[config.mk]
export PLATFORM = sky130hd
export DESIGN_NAME = bitgather_mask_unit
export DESIGN_NICKNAME = d
export VERILOG_FILES = /design/src/rtl/bitgather_pkg.sv /design/src/rtl/bg_lane_select.sv /design/src/rtl/bg_enable_mask.sv /design/src/rtl/bitgather_mask_unit.sv
export SDC_FILE = /design/constraint.sdc
export NUM_CORES = 1
export LEC_CHECK = 0
export BUFFER_PORTS_ARGS = -buffer_cell sky130_fd_sc_hd__buf_2
export CORE_AREA = 2 2 447 449
export CTS_BUF_LIST = sky130_fd_sc_hd__clkbuf_4 sky130_fd_sc_hd__clkbuf_8 sky130_fd_sc_hd__clkbuf_16
export DETAILED_ROUTE_END_ITERATION = 10
export DIE_AREA = 0 0 449 451
export SETUP_SLACK_MARGIN = 0.5
export SYNTH_ARGS = -nofsm -noshare
export SYNTH_HDL_FRONTEND = slang
export SYNTH_HIERARCHICAL = 1
export SYNTH_SLANG_ARGS = --single-unit
[constraint.sdc]
create_clock -name clk -period 5 [get_ports clk]
set_input_delay 0.5 -clock clk [delete_from_list [all_inputs] [get_ports clk]]
set_output_delay 0.5 -clock clk [all_outputs]
set_load 0.01 [all_outputs]
[src/rtl/bitgather_pkg.sv]
package bitgather_pkg;

   typedef enum logic [1:0] {
      VLEN_SHORT = 2'b00,
      VLEN_MID   = 2'b01,
      VLEN_FULL  = 2'b10,
      VLEN_RSVD  = 2'b11
   } vlen_code_e;

   // Lanes active for a length code: doubling per code step, capped at the lane count.
   function automatic int lanes_for_code(input vlen_code_e code, input int min_lanes,
                                         input int num_lanes);
      int lanes;
      lanes = min_lanes;
      for (int s = 0; s < int'(code); s++) begin
         lanes = lanes * 2;
      end
      if (lanes > num_lanes) begin
         lanes = num_lanes;
      end
      return lanes;
   endfunction

endpackage

[src/rtl/bg_lane_select.sv]
module bg_lane_select #(
   parameter int LANE_W        = 64,
   parameter int SELS_PER_LANE = 8,
   parameter int CTRL_W        = 8,
   parameter int SEL_STYLE     = 0,
   localparam int IDX_W        = $clog2(LANE_W)
) (
   input  logic [LANE_W-1:0]               lane_data,
   input  logic [SELS_PER_LANE*CTRL_W-1:0] lane_ctrl,
   output logic [SELS_PER_LANE-1:0]        lane_bits
);

   logic [SELS_PER_LANE-1:0] hi_fold;

   for (genvar j = 0; j < SELS_PER_LANE; j++) begin : g_sel
      logic [IDX_W-1:0] idx;
      assign idx = lane_ctrl[j*CTRL_W +: IDX_W];

      if (CTRL_W > IDX_W) begin : g_hi
         assign hi_fold[j] = ^lane_ctrl[j*CTRL_W+IDX_W +: CTRL_W-IDX_W];
      end else begin : g_nohi
         assign hi_fold[j] = 1'b0;
      end

      if (SEL_STYLE == 0) begin : g_mux
         assign lane_bits[j] = lane_data[idx];
      end else begin : g_onehot
         logic [LANE_W-1:0] pick;
         assign pick         = LANE_W'(1) << idx;
         assign lane_bits[j] = |(lane_data & pick);
      end
   end

   // Index bytes carry bits above the index width that the gather never reads.
   logic ctrl_hi_unused;
   assign ctrl_hi_unused = ^hi_fold;

endmodule

[src/rtl/bg_enable_mask.sv]
module bg_enable_mask
   import bitgather_pkg::*;
#(
   parameter int NUM_LANES     = 8,
   parameter int SELS_PER_LANE = 8,
   parameter int MIN_LANES     = 2,
   localparam int OUT_W        = NUM_LANES * SELS_PER_LANE
) (
   input  logic [1:0]       vlen_sel,
   input  logic [OUT_W-1:0] wmask,
   input  logic             wmask_en,
   output logic [OUT_W-1:0] keep_bits
);

   int lane_lim;

   always_comb begin
      lane_lim = lanes_for_code(vlen_code_e'(vlen_sel), MIN_LANES, NUM_LANES);
   end

   for (genvar l = 0; l < NUM_LANES; l++) begin : g_lane
      logic lane_on;
      assign lane_on = (l < lane_lim);
      for (genvar j = 0; j < SELS_PER_LANE; j++) begin : g_pos
         localparam int P = l*SELS_PER_LANE + j;
         assign keep_bits[P] = lane_on & (~wmask_en | wmask[P]);
      end
   end

endmodule

[src/rtl/bitgather_mask_unit.sv]
module bitgather_mask_unit #(
   parameter int LANE_W        = 64,
   parameter int SELS_PER_LANE = 8,
   parameter int CTRL_W        = 8,
   parameter int NUM_LANES     = 8,
   parameter int MIN_LANES     = 2,
   parameter int SEL_STYLE     = 0,
   localparam int DATA_W       = NUM_LANES * LANE_W,
   localparam int OUT_W        = NUM_LANES * SELS_PER_LANE,
   localparam int CVEC_W       = OUT_W * CTRL_W
) (
   input  logic              clk,
   input  logic              rst,
   input  logic              in_valid,
   input  logic [DATA_W-1:0] data_vec,
   input  logic [CVEC_W-1:0] ctrl_vec,
   input  logic [OUT_W-1:0]  wmask,
   input  logic              wmask_en,
   input  logic [1:0]        vlen_sel,
   output logic              out_valid,
   output logic [OUT_W-1:0]  mask_out
);

   localparam int IDX_W     = $clog2(LANE_W);
   localparam int LCTRL_W   = SELS_PER_LANE * CTRL_W;

   if (LANE_W != (1 << IDX_W)) begin : g_chk_lane
      $error("LANE_W must be a power of two");
   end
   if (CTRL_W < IDX_W) begin : g_chk_ctrl
      $error("CTRL_W must hold a full lane index");
   end
   if (MIN_LANES < 1 || MIN_LANES > NUM_LANES) begin : g_chk_min
      $error("MIN_LANES must lie in 1..NUM_LANES");
   end
   if (SEL_STYLE != 0 && SEL_STYLE != 1) begin : g_chk_style
      $error("SEL_STYLE must be 0 or 1");
   end

   logic [OUT_W-1:0] gathered;
   logic [OUT_W-1:0] keep_bits;
   logic [OUT_W-1:0] result_d;

   for (genvar i = 0; i < NUM_LANES; i++) begin : g_lane
      bg_lane_select #(
         .LANE_W       (LANE_W),
         .SELS_PER_LANE(SELS_PER_LANE),
         .CTRL_W       (CTRL_W),
         .SEL_STYLE    (SEL_STYLE)
      ) u_sel (
         .lane_data(data_vec[i*LANE_W +: LANE_W]),
         .lane_ctrl(ctrl_vec[i*LCTRL_W +: LCTRL_W]),
         .lane_bits(gathered[i*SELS_PER_LANE +: SELS_PER_LANE])
      );
   end

   bg_enable_mask #(
      .NUM_LANES    (NUM_LANES),
      .SELS_PER_LANE(SELS_PER_LANE),
      .MIN_LANES    (MIN_LANES)
   ) u_enable (
      .vlen_sel (vlen_sel),
      .wmask    (wmask),
      .wmask_en (wmask_en),
      .keep_bits(keep_bits)
   );

   assign result_d = gathered & keep_bits;

   always_ff @(posedge clk) begin
      if (rst) begin
         out_valid <= 1'b0;
         mask_out  <= '0;
      end else begin
         out_valid <= in_valid;
         if (in_valid) begin
            mask_out <= result_d;
         end
      end
   end

endmodule

==> impl_summary.md <==
Routing
Using the TritonRoute via totals, the vias-per-cell ratio works out to between 6 and 7. The detail route stage leaves a number of antenna-violating nets equal to 0. The total number of vias is between 30000 and 40000.

The starting DRC count in detailed routing is 5795. After detailed routing, the number of remaining DRC violations is 0. After detailed routing, the average wire length per cell comes to 35.02 µm. The first detailed-routing pass ran for 7 iterations. The total wire length is 225000 µm.

Clock network
The number of clock sinks is 65. The hold buffer count at CTS is 0. The H-tree level count is 3. The TritonCTS clock tree is done.

The buffer levels on the longest clock path is 2. The count of buffers added by post-CTS timing repair for setup is 0. The total CTS buffers is 9. The number of gates resized after CTS is 0. The clock-pin slew on the worst setup and hold paths is 90 ps.

The buffer cell driving the clock tree root is sky130_fd_sc_hd__clkbuf_16. The clock latency on the worst-skew pair is 430 ps.

Pwr
IR analysis of the VDD net gives a maximum drop of 148.4 µV. The power density over the cells is 125.6 nW/µm². The leakage power is 16.53 nW.

Layout
The library cells used most frequently in the layout, excluding fill and tap cells, are sky130_fd_sc_hd__buf_2 (1027), sky130_fd_sc_hd__mux4_2 (840), sky130_fd_sc_hd__mux2i_1 (300). The most common library cell in the layout ignoring fill and taps is sky130_fd_sc_hd__buf_2. The final instance area is 45170 µm².

The layout cell share with drive strength beyond 1 is between 50% and 60%. The layout has 21290 filler cells. From synthesis to final layout, the design area changed by 19.65%. The net count of the finished layout is ~4700. The filler-free cell count of the finished design is between 6000 and 7000.

Timing
The number of endpoints with negative hold slack in the final report is 0. The upper clock frequency limit is 366.2 MHz. Setup violations remaining at the end of the flow were counted as 0. Across the routed clock network, the largest skew measured is 0 ps. The worst slew margin relative to its limit is 26.30%. The post-route setup TNS is 0 ps. The worst-case setup margin in the final layout is approximately 2300 ps. Setup repair after global routing left no endpoint under its margin. For the pin with the worst max-slew slack, the measured transition is 1075 ps. The final worst-path cycle share is a little over half. The max-slew violation total from the final report is 0. The minimum period implied by the final worst setup slack is about 2700 ps.

Global route
met2 is the most crowded layer. The met3 track utilization from global routing is 5.297%. The first global-routing pass estimated 309800 µm of wire.

Summed over all layers, the global routing overflow is 0. The number of global-route vias before repair came to 37090. The met1 usage in global routing is 25.22%. Global routing used 21.30% of the available tracks across all layers.

In the global route stage, met2 resource usage came out at a little over a third. The largest net degree at the start of global routing is 54. The number of antenna violations at the first check in global routing is 186.

Critical path
The maximum single-stage delay on the critical path is 840 ps. The type of destination of the critical path is a flip-flop. Together, buffers and inverters on the worst path number 1.

The register-to-register path setup slack is 3970 ps. The cell type with the highest occurrence count on the critical path is sky130_fd_sc_hd__mux4_2. The maximum net fanout on the critical path is 16.

For this design, the slowest cell found on the critical path is sky130_fd_sc_hd__o21bai_1. The count of cells along the worst register-to-register path is 2. The data required time at the worst endpoint is between 5000 and 6000 ps.

The critical path is of the primary input to flip-flop type. The element type at the critical path start is a primary input. The kind of cell with the highest combined delay on the critical path is compound AO/OA/AOI/OAI gates.

The worst register-to-register path ends at mask_out[32]$_SDFFE_PP0P_. The critical path goes through buf_2, mux4_2, mux2i_1, mux4_2, o21bai_1, nand3_1, a21oi_1. In this run the critical register-to-register path is launched from mask_out[32]$_SDFFE_PP0P_.

The arrival time of data at the critical path endpoint is 3060 ps.

Synthesis
The average cell area after synthesis is 13.08 µm². Summed over its instances, the top area cell type makes up 50.11% of the synthesized netlist area. After synthesis the netlist holds a flip-flop and latch count of 65. Yosys mapped the design onto 39 distinct sky130hd cell types.

Ranked by total cell area, the synthesized netlist is headed by sky130_fd_sc_hd__mux4_2 (50%), sky130_fd_sc_hd__mux4_1 (15%), sky130_fd_sc_hd__mux2i_1 (8.0%). The sequential share of the synthesized area is 3.447%. Of all cell types, the one taking the most synthesized area is sky130_fd_sc_hd__mux4_2. The number of nets in the synthesized netlist is 3981. The synthesized area is 37750 µm². The instance count of the mapped netlist is 2887. During synthesis, Yosys emitted a total of 6 warnings.

Hold path
The worst hold path begins at ctrl_vec[77]. The worst hold path belongs to the class primary input to flip-flop. The endpoint with the worst hold slack is mask_out[9]$_SDFFE_PP0P_. The worst hold path passes through 4 cells.

Floorplanning
The initial utilization of the core area, before any placement, comes to between 10% and 20%. The floorplan step set the die width to about 450 µm. Measured along the y axis, the die boundary spans 451 µm. The initialized floorplan defines between 150 and 200 standard-cell rows. The placeable core area is 198200 µm². The floorplan step defined a die boundary enclosing 202500 µm².

The top-level I/O count is 1159.

Placement
The setup slack at placement is between 1500 and 2000 ps. The number of placed instances, taps included, is 6274. The placed wire-length estimate is 183200 µm. Once placement finished, the instance area stood at 44530 µm².

The final weighted congestion of routability-driven global placement is 1.044. The count of buffers inserted at the top-level ports is between 1000 and 1500.

Run
The reported max-cap violation count is 0.

Run status
The flow ran to the end, and the final reports show no timing, DRC or antenna violations.
worst max path at each step:
stage,from,to,slack (ps),cells after the start
after CTS,ctrl_vec[264],mask_out[33]$_SDFFE_PP0P_,2170,7
after detailed placement,ctrl_vec[264],mask_out[33]$_SDFFE_PP0P_,1720,7
after global placement,ctrl_vec[264],mask_out[33]$_SDFFE_PP0P_,1710,7
after floorplan,ctrl_vec[457],mask_out[57]$_SDFFE_PP0P_,2740,8
after global routing,ctrl_vec[272],mask_out[34]$_SDFFE_PP0P_,1910,7
final,ctrl_vec[264],mask_out[33]$_SDFFE_PP0P_,2270,7
registers in the layout, indices dropped and copies added, names as in the netlist:
signal,count
mask_out,64
out_valid,1
cell type report:
type	count	area [µm²]	area share, %
timing repair buffer	1035	5216	11.55
multi-input combinational	2430	34360	76.07
inverter	88	330.3	0.7312
tap	2656	3323	7.357
clock buffer	12	260.3	0.5761
clock inverter	3	40.04	0.08864
antenna	135	337.8	0.7479
sequential	65	1301	2.881
worst register-to-register path: cells and delay by family, from the launching register on:
| family | cells | cell delay [ps] |
|---|---|---|
| AO/OA/AOI/OAI | 1 | 140 |
| flip-flops | 1 | 710 |
| AND/OR/NAND/NOR | 1 | 120 |
per-stage QoR:
step	hold slack (ps)	power (W)	util, %
2_1_floorplan	489.1	0.003170	-
6_report	405.8	0.005674	22.79
5_1_grt	400.7	0.005944	22.76
3_3_place_gp	452.8	0.004738	22.47
4_1_cts	350.7	0.005658	22.62
3_5_place_dp	455.8	0.004796	22.47
logic make-up (layout without fill, tap and decap cells):
family / count (synthesis) / after routing / synth area share [%]
DFF: 65 / 65 / 3.447
buffers and inverters: 392 / 1138 / 5.538
muxes: 1360 / 1360 / 73.37
other: 0 / 135 / 0
and+or+nand+nor: 614 / 614 / 8.994
AOI/OAI and AO/OA: 456 / 456 / 8.650
synthesized netlist by cell type (all sizes together):
library cell,number
a21boi,32
a21oi,128
a22oi,96
a311o,40
a311oi,28
a31oi,56
and3,20
and4,20
buf,206
clkbuf,98
dfxtp,65
inv,88
mux2i,300
mux4,1060
nand2,64
nand2b,100
nand3,188
nand3b,24
nand4,20
nand4b,8
nor2,57
nor2b,93
nor3,20
o2111ai,8
o211a,8
o211ai,20
o21a,8
o21ai,16
o21bai,8
o221ai,8
layer usage:
metal	share of wire, %	vias up
li1	-	14820
met1	35	19960
met2	48	3440
met3	11	691
met4	6.3	52
met5	0.18	-
where the power goes:
group	switching [W]	total (W)	internal (W)	leakage [nW]
registers	0.0000174	0.000564	0.000547	0.530
logic	0.00225	0.00431	0.00206	15.8
clock network	0.000379	0.000795	0.000416	0.153
total	0.00265	0.00567	0.00302	16.5
(Power assumes the default switching activity.)
